<file path="config.mk">
export PLATFORM = sky130hd
export DESIGN_NAME = upchk_log
export DESIGN_NICKNAME = d
export VERILOG_FILES = /design/src/rtl/upchk_log.sv
export SDC_FILE = /design/constraint.sdc
export NUM_CORES = 1
export LEC_CHECK = 0
export BUFFER_PORTS_ARGS = -buffer_cell sky130_fd_sc_hd__buf_2
export CORE_MARGIN = 10
export CORE_UTILIZATION = 40
export CTS_CLUSTER_SIZE = 40
export DETAILED_ROUTE_END_ITERATION = 12
export SETUP_SLACK_MARGIN = 0.15
export SYNTH_ARGS = -nofsm -noshare
export SYNTH_HDL_FRONTEND = slang
export SYNTH_SLANG_ARGS = --single-unit
</file>
<file path="constraint.sdc">
create_clock -name clk -period 5.4 [get_ports clk]
set_input_delay 0.27 -clock clk [delete_from_list [all_inputs] [get_ports clk]]
set_output_delay 0.27 -clock clk [all_outputs]
set_load 0.01 [all_outputs]
</file>
<file path="src/rtl/upchk_log.sv">
module upchk_log #(
  parameter int unsigned NUM_CHAINS = 12,
  parameter int unsigned CNT_W      = 16,
  parameter int unsigned TS_W       = 32
) (
  input  logic                  clk,
  input  logic                  rst_n,
  input  logic [NUM_CHAINS-1:0] hit_mask,
  input  logic                  exp_bit,
  input  logic [TS_W-1:0]       ts,
  input  logic                  msg_ready,
  output logic                  msg_valid,
  output logic [TS_W-1:0]       msg_time,
  output logic [CNT_W-1:0]      msg_cnt_rise,
  output logic [CNT_W-1:0]      msg_cnt_fall,
  output logic [NUM_CHAINS-1:0] msg_mask,
  output logic                  msg_dir,
  output logic                  msg_lost
);
  logic             hit, up_evt, dn_evt, load, drop;
  logic [CNT_W-1:0] nbits, rise_q, fall_q, rise_nx, fall_nx;

  assign hit     = |hit_mask;
  assign up_evt  = hit & ~exp_bit;
  assign dn_evt  = hit &  exp_bit;
  assign nbits   = CNT_W'($countones(hit_mask));
  assign rise_nx = rise_q + (up_evt ? nbits : '0);
  assign fall_nx = fall_q + (dn_evt ? nbits : '0);
  assign load    = hit && (!msg_valid || msg_ready);
  assign drop    = hit && msg_valid && !msg_ready;

  always_ff @(posedge clk or negedge rst_n) begin
    if (!rst_n) begin
      rise_q       <= '0;
      fall_q       <= '0;
      msg_valid    <= 1'b0;
      msg_time     <= '0;
      msg_cnt_rise <= '0;
      msg_cnt_fall <= '0;
      msg_mask     <= '0;
      msg_dir      <= 1'b0;
      msg_lost     <= 1'b0;
    end else begin
      rise_q <= rise_nx;
      fall_q <= fall_nx;
      if (load) begin
        msg_valid    <= 1'b1;
        msg_time     <= ts;
        msg_cnt_rise <= rise_nx;
        msg_cnt_fall <= fall_nx;
        msg_mask     <= hit_mask;
        msg_dir      <= ~exp_bit;
      end else if (msg_ready) begin
        msg_valid <= 1'b0;
      end
      if (drop)
        msg_lost <= 1'b1;
    end
  end

  // a stalled message is frozen
  p_hold_r8: assert property (@(posedge clk) disable iff (!rst_n)
    (msg_valid && !msg_ready) |=> (msg_valid && $stable(msg_time) &&
      $stable(msg_mask) && $stable(msg_cnt_rise) && $stable(msg_cnt_fall)));

  // a dropped mismatch raises the lost flag, which never clears
  p_no_overflow_r9: assert property (@(posedge clk) disable iff (!rst_n)
    drop |=> msg_lost);
  p_lost_sticky_r9: assert property (@(posedge clk) disable iff (!rst_n)
    msg_lost |=> msg_lost);

  // accept and new mismatch in one cycle give a fresh message
  p_handoff_r10: assert property (@(posedge clk) disable iff (!rst_n)
    (hit && msg_valid && msg_ready) |=> (msg_valid && msg_mask != '0));

  // a 0-to-1 event leaves the 1-to-0 total untouched
  p_split_r6: assert property (@(posedge clk) disable iff (!rst_n)
    (load && up_evt) |=> (msg_cnt_fall == $past(fall_q)));
endmodule

</file>
==> summary.md, run 1 <==
| Metric | Value |
|---|---|
| Commonest cells after routing, fill and taps aside | `nand2_1 (151), buf_2 (125), dfrtp_1 (111)` |
| Number of stages on the worst hold path | `3` |
| Worst hold path class | `in -> reg` |
| Largest net degree at the start of global routing | `71` |
| Async set-or-reset flop fraction in the synthesized netlist | `1.00` |
| CTS sink count | `111` |
| Fmax | `214 MHz` |
| Area of the die | `17200 µm²` |
| Fraction of the core area covered by cells at the end of the flow | `0.506` |
| WP data required | `5640 ps` |
| Clock edge transition at the registers on the reported setup and hold paths | `70 ps` |
| Post-synthesis cell count | `490` |
| Syn_area_per_cell | `10.1 µm²` |
| Top cells by area, synth | `dfrtp_1 (56%), nand2_1 (11%), fa_1 (3.6%), ha_1 (3.3%), mux2_2 (3.0%)` |
| Initial core utilization | `0.410` |
| Master of the slowest instance on the critical path | `fa_1` |
| Synth warnings | `0` |
| Post-detailed-placement half-perimeter wirelength | `8620 µm` |
| H-tree levels | `3` |
| First-iteration detailed-routing DRC count | `251` |
| Slowest stage delay, CP | `540 ps` |
| Summed negative setup slack over all endpoints | `0 ps` |
| First-pass GRT wire length | `19700 µm` |
| Total standard cell area after synthesis | `4940 µm²` |
| Post-route clock skew | `7.85 ps` |
| Crit-path cells | `buf_2, inv_1, fa_1, fa_1, fa_1, fa_1, inv_1, ha_1, fa_1, xnor2_1, nor3_1, ha_1, o21a_1, a21oi_1, o211ai_1, mux2_2` |
| Type of the worst setup path | `in -> reg` |
| Most common library cell in the layout ignoring fill and taps | `nand2_1` |
| Leakage | `3.20 nW` |
| RSZ-0062 raised after global routing | `no` |
| Initial antenna violation count | `0` |
| Final hold violation count | `0` |
| Placed cell area | `5750 µm²` |
| Post-synth cell types | `40` |
| Cell area after layout | `6110 µm²` |
| Placement-stage worst setup slack | `366 ps` |
| Largest driver fanout on the critical path | `10` |
| Quantity of I/O buffers inserted on ports | `126` |
| Floorplan row count | `40` |
| Count of unresolved DRC violations after routing | `0` |
| Portion of synthesized cell area occupied by the leading cell type | `0.562` |
| Result of the run | `complete, no violations` |
| Weighted congestion at the end of routability-driven global placement | `0.852` |
| Vias per cell | `4.76` |
| Core Box Area | `12100 µm²` |
| Post-synthesis sequential element count | `111` |
| Most frequently used flop master after synthesis | `dfrtp_1` |
| Post-route ant nets | `0` |
| Critical path capture point type | `register` |
| Overall Global Routing Usage | `0.139` |
| CTS Buffer Depth | `2` |
| Worst IR Drop VDD | `0.232 mV` |
| First-pass detailed-route iteration total | `5` |
| Count of endpoints failing setup in the final report | `0` |
| Worst endpoint data arrival time | `4910 ps` |
| Count of final max-slew check failures | `0` |
| Insertion delay of the later-clocked pin in the worst-skew pair | `350 ps` |
| Net count after synthesis | `560` |
| Remaining global-route overflow | `0` |
| Fraction of the yosys area taken by sequential cells | `0.562` |
| DIE HEIGHT | `131 µm` |
| Hold-fix buffers at CTS | `1` |
| Area overhead of the layout relative to synthesis | `23.6%` |
| Share of layout cells above drive strength 1 | `0.266` |
| Worst relative slew slack | `0.198` |
| Wire length after detailed routing | `11500 µm` |
| Post-layout worst setup margin | `728 ps` |
| Via count | `3733` |
| Die Width | `131 µm` |
| Net count, final | `683` |
| Type of element launching the critical path | `input pin` |
| Number of global-route vias before repair | `3895` |
| Antenna diode instance count | `0` |
| CTS tree | `yes` |
| Num CTS Buffers | `9` |
| Number of post-CTS setup repair buffers | `0` |
| Fin crit period | `4670 ps` |
| Wire length per cell after detailed routing | `14.7 µm` |
| Post_cts resized | `0` |
| Number of flops mapped to enable cells by yosys | `0` |
| Worst slew pin tran | `1200 ps` |
| Root buffer cell | `clkbuf_16` |
| Max-cap check violation count | `0` |
| Share of the clock period used by the worst path | `0.865` |
| Cell occurring most often along the worst timing path | `fa_1` |
| Cell taking the most area after synthesis | `dfrtp_1` |
| Cell depth of the worst flop-to-flop path | `4` |
| Number of top-level pins | `127` |
| Total power divided by cell area | `465 nW/µm²` |
stage by stage:
step	std cells	hold slack [ps]	total power, mW
2_1_floorplan	490	-25.6	1.77
3_5_place_dp	769	293	2.11
3_3_place_gp	769	283	2.08
4_1_cts	785	91.4	2.89
6_report	785	106	2.84
5_1_grt	785	103	3.07
layer usage:
| layer | global-route usage | routed length, µm | up-vias |
|---|---|---|---|
| met5 | 0 | 0 | - |
| met4 | 0.0594 | 227 | 0 |
| met3 | 0.0362 | 543 | 17 |
| met2 | 0.227 | 5520 | 83 |
| met1 | 0.169 | 5250 | 1750 |
| li1 | - | - | 1883 |
state kept, by name, summed over array words and instances, names as in the netlist:
signal and count:
fall_q 16, rise_q 16, msg_cnt_rise 16, msg_lost 1, msg_valid 1, msg_cnt_fall 16, msg_mask 12, msg_time 32
msg_dir 1
layout make-up:
type	instances	area (µm²)
clock buffers	10	239
flip-flops and latches	111	2780
repair buffers	130	666
fillers	1131	5950
inverters	26	97.6
multi-input cells	335	2010
clock inverters	5	106
well taps	168	210
synth_stat cells (all sizes together), types with 2 or more instances:
| cell | n |
|---|---|
| nand2 | 151 |
| dfrtp | 111 |
| inv | 26 |
| o21ai | 22 |
| nor2 | 19 |
| a31oi | 13 |
| ha | 13 |
| mux2 | 13 |
| clkbuf | 11 |
| a21oi | 9 |
| fa | 9 |
| or3 | 9 |
| xor2 | 9 |
| buf | 7 |
| nand3 | 7 |
| and3 | 6 |
| a211oi | 5 |
| a21o | 5 |
| nand4 | 5 |
| a211o | 4 |
| o31ai | 4 |
| or4 | 4 |
| xnor2 | 4 |
| and2 | 3 |
| and4 | 3 |
| nor3 | 3 |
| nand2b | 2 |
| o211ai | 2 |
| o21a | 2 |
| or2 | 2 |
critical path, delay by kind of cell:
| kind | cells | cell delay [ps] |
|---|---|---|
| adders and majority gates | 7 | 2860 |
| AOI/OAI and AO/OA | 3 | 970 |
| and+or+nand+nor | 1 | 70 |
| muxes | 1 | 290 |
| buffers and inverters | 3 | 240 |
| xor gates and xnor gates | 1 | 210 |
cells by family after synthesis:
family | Yosys count | synth area share
AO/OA/AOI/OAI | 70 | 0.0901
XOR/XNOR | 13 | 0.0230
adder cells (fa/ha/maj) | 22 | 0.0693
buffers and inverters | 44 | 0.0342
flip-flops | 111 | 0.562
multiplexers | 13 | 0.0296
AND/OR/NAND/NOR | 217 | 0.192
report_power, final:
part           internal (mW)  total (mW)  switching [mW]
Clock                  0.464       0.759           0.295
Sequential              1.02        1.14           0.119
Combinational          0.404       0.949           0.545
Total                   1.88        2.84           0.959
path summary, 6_finish.rpt:
path / from / endpoint / slack, ps
setup / recovery: hit_mask[1] / msg_cnt_rise[7]$_DFFE_PN0P_ / 730
hold / removal: ts[29] / msg_time[29]$_DFFE_PN0P_ / 110
setup reg to reg: msg_valid$_DFFE_PN0P_ / msg_cnt_fall[5]$_DFFE_PN0P_ / 3090
hold reg to reg: msg_lost$_DFFE_PN0P_ / msg_lost$_DFFE_PN0P_ / 470
max in group asynchronous: rst_n / msg_dir$_DFFE_PN0P_ / 3710
min in group asynchronous: rst_n / msg_time[15]$_DFFE_PN0P_ / 440
Power figures use the tool's default switching activity.
==> run 2: changes to the inputs <==
--- a/config.mk
+++ b/config.mk
@@ -7,9 +7,10 @@
 export LEC_CHECK = 0
 export BUFFER_PORTS_ARGS = -buffer_cell sky130_fd_sc_hd__buf_2
 export CORE_MARGIN = 10
-export CORE_UTILIZATION = 40
+export CORE_UTILIZATION = 57
 export CTS_CLUSTER_SIZE = 40
 export DETAILED_ROUTE_END_ITERATION = 12
+export PLACE_DENSITY = 0.85
 export SETUP_SLACK_MARGIN = 0.15
 export SYNTH_ARGS = -nofsm -noshare
 export SYNTH_HDL_FRONTEND = slang
==> run 2 against run 1 <==
Non-clock buffer count fell by 1. Worst hold slack worse by 100 ps. Sequential share of layout area grew 1.7 points. Sequential cell count unchanged. Highest routed layer unchanged.
==> summary.md, run 2 (synthesized netlist as in run 1, its figures left out) <==
| Metric | Value |
|---|---|
| Wire length per cell after detailed routing | `15.6 µm (was 14.7 µm)` |
| Worst hold path class | `in -> async (was in -> reg)` |
| Initial core utilization | `0.593 (was 0.410)` |
| Type of element launching the critical path | `input pin (unchanged)` |
| Count of endpoints failing setup in the final report | `0 (unchanged)` |
| Via count | `3803 (was 3733)` |
| CTS sink count | `111 (unchanged)` |
| Post-route clock skew | `13.5 ps (was 7.85 ps)` |
| Post-Layout Cell Count | `722 (was 785)` |
| Type of the worst setup path | `in -> reg (unchanged)` |
| Post-route ant nets | `0 (unchanged)` |
| Floorplan row count | `33 (was 40)` |
| Max FFs per register | `32 (unchanged)` |
| Largest net degree at the start of global routing | `74 (was 71)` |
| Core Box Area | `8340 µm² (was 12100 µm²)` |
| Remaining global-route overflow | `0 (unchanged)` |
| Quantity of I/O buffers inserted on ports | `126 (unchanged)` |
| WP data required | `5660 ps (was 5640 ps)` |
| Count of final max-slew check failures | `0 (unchanged)` |
| Post-detailed-placement half-perimeter wirelength | `8430 µm (was 8620 µm)` |
| Largest register by flop count | `msg_time (unchanged)` |
| Critical path capture point type | `register (unchanged)` |
| CTS Buffer Depth | `2 (unchanged)` |
| Final hold violation count | `0 (unchanged)` |
| Setup slack, reg-to-reg | `3100 ps (was 3090 ps)` |
| Worst slew pin tran | `1170 ps (was 1200 ps)` |
| Reg-to-reg critical path endpoint | `msg_cnt_fall[7]$_DFFE_PN0P_ (was msg_cnt_fall[5]$_DFFE_PN0P_)` |
| Num CTS Buffers | `9 (unchanged)` |
| DIE HEIGHT | `113 µm (was 131 µm)` |
| Clock edge transition at the registers on the reported setup and hold paths | `110 ps (was 70 ps)` |
| Fin crit period | `4730 ps (was 4670 ps)` |
| Count of unresolved DRC violations after routing | `0 (unchanged)` |
| Net count, final | `682 (was 683)` |
| First-pass GRT wire length | `18400 µm (was 19700 µm)` |
| Vias per cell | `5.27 (was 4.76)` |
| CTS tree | `yes (unchanged)` |
| Worst hold slack | `6.42 ps (was 106 ps)` |
| Die Width | `113 µm (was 131 µm)` |
| Largest driver fanout on the critical path | `10 (unchanged)` |
| Weighted congestion at the end of routability-driven global placement | `0.796 (was 0.852)` |
| Initial antenna violation count | `0 (unchanged)` |
| Post_cts resized | `0 (unchanged)` |
| Number of global-route vias before repair | `3802 (was 3895)` |
| Number of post-CTS setup repair buffers | `0 (unchanged)` |
| H-tree levels | `3 (unchanged)` |
| Area overhead of the layout relative to synthesis | `19.1% (was 23.6%)` |
| Summed negative setup slack over all endpoints | `0 ps (unchanged)` |
| Number of top-level pins | `127 (unchanged)` |
| Share of layout cells above drive strength 1 | `0.264 (was 0.266)` |
| Worst relative slew slack | `0.222 (was 0.198)` |
| First-iteration detailed-routing DRC count | `194 (was 251)` |
| Fmax | `212 MHz (was 214 MHz)` |
| Most common library cell in the layout ignoring fill and taps | `nand2_1 (unchanged)` |
| Max-cap check violation count | `0 (unchanged)` |
| Commonest cells after routing, fill and taps aside | `nand2_1 (151), buf_2 (125), dfrtp_1 (111) (unchanged)` |
| Wire length after detailed routing | `11300 µm (was 11500 µm)` |
| First-pass detailed-route iteration total | `4 (was 5)` |
| Root buffer cell | `clkbuf_8 (was clkbuf_16)` |
| Fraction of the core area covered by cells at the end of the flow | `0.706 (was 0.506)` |
| Total power divided by cell area | `447 nW/µm² (was 465 nW/µm²)` |
| Worst IR Drop VDD | `0.365 mV (was 0.232 mV)` |
| Antenna diode instance count | `0 (unchanged)` |
| Cell depth of the worst flop-to-flop path | `4 (unchanged)` |
| Worst endpoint data arrival time | `4990 ps (was 4910 ps)` |
| Hold-fix buffers at CTS | `0 (was 1)` |
| RSZ-0062 raised after global routing | `no (unchanged)` |
| Share of the clock period used by the worst path | `0.875 (was 0.865)` |
| Overall Global Routing Usage | `0.174 (was 0.139)` |
| Result of the run | `complete, no violations (unchanged)` |
| Area of the die | `12800 µm² (was 17200 µm²)` |
| Critical register-to-register path startpoint | `msg_valid$_DFFE_PN0P_ (unchanged)` |
| Insertion delay of the later-clocked pin in the worst-skew pair | `380 ps (was 350 ps)` |
| Leakage | `3.14 nW (was 3.20 nW)` |
| Total instance count after detailed placement | `706 (was 769)` |
-- run 2: cell count changes in the layout (fill, tap and decap cells not counted), sizes merged --
cell | previous run | this run
dlygate4sd3 | 1 | 0
clkinv | 1 | 3
clkbuf | 10 | 11
clkinvlp | 1 | 0
bufinv | 3 | 2
-- run 2: worst max path at each step --
stage                     start                     endpoint  slack [ps]  depth (start not counted)
floorplan           hit_mask[0]  msg_cnt_fall[7]$_DFFE_PN0P_         800                         14
global placement    hit_mask[0]  msg_cnt_rise[7]$_DFFE_PN0P_         460                         16
detailed placement  hit_mask[1]  msg_cnt_rise[7]$_DFFE_PN0P_         330                         16
CTS                 hit_mask[0]  msg_cnt_rise[7]$_DFFE_PN0P_         700                         16
global route        hit_mask[1]  msg_cnt_rise[7]$_DFFE_PN0P_         490                         16
finish              hit_mask[0]  msg_cnt_rise[7]$_DFFE_PN0P_         670                         16
-- run 2: cell type report --
class,instances,area [µm²]
Clock buffer,11,131
Clock inverter,5,82.6
Fill cell,648,2450
Inverter,26,97.6
Multi-Input combinational cell,335,2010
Sequential cell,111,2780
Tap cell,105,131
Timing Repair Buffer,129,656
-- run 2: critical path, stage by stage --
cell      delay, ps
buf_2            70
inv_1            70
fa_1            510
fa_1            560
fa_1            430
fa_1            500
inv_1            40
ha_1            200
fa_1            380
xnor2_1         210
nor3_1           70
ha_1            350
o21a_1          230
a21oi_1         570
o211ai_1        230
mux2_2          300
-- run 2: metal layers --
layer  wire, µm  up-vias  global-route usage
met3        766       15              0.0618
met2       5570       98               0.292
met4        178        0              0.0575
met5          0        -                   0
met1       4770     1813               0.203
li1           -     1877                   -
-- run 2: through the flow --
stage          cell area, µm²  worst slack, ps  power (mW)
3_5_place_dp             5670              325        2.11
3_3_place_gp             5670              462        2.06
6_report                 5890              673        2.63
2_1_floorplan            4940              804        1.77
4_1_cts                  5890              704        2.65
5_1_grt                  5890              488        2.82
-- run 2: power breakdown --
| group | switching, mW | internal [mW] | total [mW] | leakage, nW |
|---|---|---|---|---|
| Sequential | 0.123 | 1.01 | 1.14 | 1.35 |
| Combinational | 0.557 | 0.406 | 0.963 | 1.68 |
| Clock | 0.270 | 0.263 | 0.533 | 0.107 |
==> run 3: changes to the inputs <==
--- a/config.mk
+++ b/config.mk
@@ -7,10 +7,9 @@
 export LEC_CHECK = 0
 export BUFFER_PORTS_ARGS = -buffer_cell sky130_fd_sc_hd__buf_2
 export CORE_MARGIN = 10
-export CORE_UTILIZATION = 57
+export CORE_UTILIZATION = 35
 export CTS_CLUSTER_SIZE = 40
 export DETAILED_ROUTE_END_ITERATION = 12
-export PLACE_DENSITY = 0.85
 export SETUP_SLACK_MARGIN = 0.15
 export SYNTH_ARGS = -nofsm -noshare
 export SYNTH_HDL_FRONTEND = slang
==> run 3 against run 2 <==
Sequential cell count stayed put. Core utilization decreased by 27 points. Global-route usage fell by 5.1 points. Sequential share of layout area decreased by 1.7 points. Power up 6.7%. Worst hold slack gained 100 ps. Largest power group unchanged.
==> summary.md, run 3 (synthesized netlist as in run 1, its figures left out) <==
| Metric | Value |
|---|---|
| Result of the run | `complete, no violations (unchanged)` |
| Post-layout worst setup margin | `722 ps (was 673 ps)` |
| Floorplan row count | `43 (was 33)` |
| Initial antenna violation count | `0 (unchanged)` |
| Worst slew pin tran | `984 ps (was 1170 ps)` |
| Area overhead of the layout relative to synthesis | `23.7% (was 19.1%)` |
| Quantity of I/O buffers inserted on ports | `126 (unchanged)` |
| H-tree levels | `3 (unchanged)` |
| CTS tree | `yes (unchanged)` |
| Wire length per cell after detailed routing | `14.6 µm (was 15.6 µm)` |
| Master of the slowest instance on the critical path | `fa_1 (was a21oi_1)` |
| Crit-path cells | `buf_2, inv_1, fa_1, fa_1, fa_1, fa_1, inv_1, ha_1, fa_1, xnor2_1, nor3_1, ha_1, o21a_1, a21oi_1, o211ai_1, mux2_2 (unchanged)` |
| Count of unresolved DRC violations after routing | `0 (unchanged)` |
| Count of final max-slew check failures | `0 (unchanged)` |
| Area of the die | `19300 µm² (was 12800 µm²)` |
| Max-cap check violation count | `0 (unchanged)` |
| Critical path capture point type | `register (unchanged)` |
| Cell class contributing the biggest share of worst-path delay | `adder cells (unchanged)` |
| Antenna diode instance count | `0 (unchanged)` |
| Post-route clock skew | `7.11 ps (was 13.5 ps)` |
| First-pass detailed-route iteration total | `4 (unchanged)` |
| Remaining global-route overflow | `0 (unchanged)` |
| Via count | `3785 (was 3803)` |
| Clock edge transition at the registers on the reported setup and hold paths | `70 ps (was 110 ps)` |
| Final hold violation count | `0 (unchanged)` |
| Insertion delay of the later-clocked pin in the worst-skew pair | `350 ps (was 380 ps)` |
| Worst hold path class | `in -> reg (was in -> async)` |
| Number of global-route vias before repair | `3926 (was 3802)` |
| Proportion of power drawn by the clock network | `0.259 (was 0.202)` |
| Max FFs per register | `32 (unchanged)` |
| Count of endpoints failing setup in the final report | `0 (unchanged)` |
| Worst relative slew slack | `0.335 (was 0.222)` |
| Total power divided by cell area | `460 nW/µm² (was 447 nW/µm²)` |
| Root buffer cell | `clkbuf_16 (was clkbuf_8)` |
| Weighted congestion at the end of routability-driven global placement | `0.803 (was 0.796)` |
| Part of the total power dissipated in sequential elements | `0.404 (was 0.432)` |
| WP data required | `5640 ps (was 5660 ps)` |
| Type of element launching the critical path | `input pin (unchanged)` |
| Type of the worst setup path | `in -> reg (unchanged)` |
| Commonest cells after routing, fill and taps aside | `nand2_1 (151), buf_2 (125), dfrtp_1 (111) (unchanged)` |
| DIE HEIGHT | `139 µm (was 113 µm)` |
| WP buf/inv | `3 (unchanged)` |
| Post-detailed-placement half-perimeter wirelength | `8790 µm (was 8430 µm)` |
| Switch share | `0.345 (was 0.361)` |
| First-iteration detailed-routing DRC count | `182 (was 194)` |
| Fin crit period | `4680 ps (was 4730 ps)` |
| RSZ-0062 raised after global routing | `no (unchanged)` |
| CTS sink count | `111 (unchanged)` |
| Cell occurring most often along the worst timing path | `fa_1 (unchanged)` |
| Wire length after detailed routing | `11700 µm (was 11300 µm)` |
| Leakage | `3.20 nW (was 3.14 nW)` |
| CTS Buffer Depth | `2 (unchanged)` |
| Num CTS Buffers | `9 (unchanged)` |
| Share of the clock period used by the worst path | `0.866 (was 0.875)` |
| Core Box Area | `13900 µm² (was 8340 µm²)` |
| Fmax | `214 MHz (was 212 MHz)` |
| Overall Global Routing Usage | `0.124 (was 0.174)` |
| Most common library cell in the layout ignoring fill and taps | `nand2_1 (unchanged)` |
| Number of stages on the worst hold path | `3` |
| Slowest stage delay, CP | `540 ps (was 570 ps)` |
| Largest driver fanout on the critical path | `10 (unchanged)` |
| First-pass GRT wire length | `19800 µm (was 18400 µm)` |
| Largest net degree at the start of global routing | `78 (was 74)` |
| Internal Pwr Total | `1.84 mW (was 1.68 mW)` |
| Placement-stage worst setup slack | `353 ps (was 325 ps)` |
| Combinational share of power | `0.337 (was 0.366)` |
| Die Width | `139 µm (was 113 µm)` |
| Worst endpoint data arrival time | `4920 ps (was 4990 ps)` |
| Net count, final | `684 (was 682)` |
| Cell depth of the worst flop-to-flop path | `4 (unchanged)` |
| Worst IR Drop VDD | `0.241 mV (was 0.365 mV)` |
| Vias per cell | `4.74 (was 5.27)` |
| Path length in cells of the critical path | `16 (unchanged)` |
| Initial core utilization | `0.356 (was 0.593)` |
| Share of layout cells above drive strength 1 | `0.268 (was 0.264)` |
| Number of top-level pins | `127 (unchanged)` |
| Largest register by flop count | `msg_time (unchanged)` |
| Post-route ant nets | `0 (unchanged)` |
| Switching pwr | `0.971 mW (was 0.951 mW)` |
| Summed negative setup slack over all endpoints | `0 ps (unchanged)` |
## run 3: worst paths after layout
kind / start / endpoint / slack, ps
max in group asynchronous: rst_n / msg_time[13]$_DFFE_PN0P_ / 3660
min in group asynchronous: rst_n / msg_cnt_fall[9]$_DFFE_PN0P_ / 400
setup reg to reg: msg_valid$_DFFE_PN0P_ / msg_cnt_fall[4]$_DFFE_PN0P_ / 3170
hold / removal: ts[28] / msg_time[28]$_DFFE_PN0P_ / 110
setup / recovery: hit_mask[1] / msg_cnt_rise[7]$_DFFE_PN0P_ / 720
hold reg to reg: msg_lost$_DFFE_PN0P_ / msg_lost$_DFFE_PN0P_ / 460
## run 3: layout make-up
type	instances	area, µm²
fill	1374	7770
sequential	111	2780
multi-input combinational	335	2010
timing repair buffer	131	673
clock buffer	10	239
tap	180	225
inverter	26	97.6
clock inverter	6	90.1
## run 3: what timing repair did
action,in CTS,in global routing
endpoints found under the hold margin,34,0
buffers inserted,0,0
setup endpoints to repair,0,0
resized for setup,0,0
hold buffers,1,0
## run 3: through the flow
step / hold slack [ps] / util / instance area, µm² / power (mW) / cells
2_1_floorplan: -25.6 / - / 4940 / 1.77 / 490
3_3_place_gp: 251 / 0.416 / 5780 / 2.08 / 782
3_5_place_dp: 256 / 0.416 / 5780 / 2.11 / 782
4_1_cts: 101 / 0.441 / 6110 / 2.86 / 799
5_1_grt: 108 / 0.441 / 6110 / 3.03 / 799
6_report: 111 / 0.441 / 6110 / 2.81 / 799
## run 3: power groups by stage
stage | logic, mW | clock network [mW] | registers, mW
floorplan | 0.595 | 0 | 1.18
global placement | 0.939 | 0 | 1.15
detailed placement | 0.963 | 0 | 1.15
CTS | 0.971 | 0.753 | 1.14
global route | 1.08 | 0.785 | 1.16
finish | 0.948 | 0.729 | 1.14
## run 3: worst register-to-register path, cell delays in order (launching register included)
cell and delay [ps]:
dfrtp_1 390, nor2b_1 190, a31oi_4 480, buf_4 610
mux2_2 440
## run 3: layer usage
layer / global-route usage / part of all wire / up-vias
li1: - / - / 1887
met1: 0.155 / 0.46 / 1793
met2: 0.194 / 0.46 / 89
met3: 0.0366 / 0.062 / 16
met4: 0.0516 / 0.018 / 0
met5: 0 / 0 / -
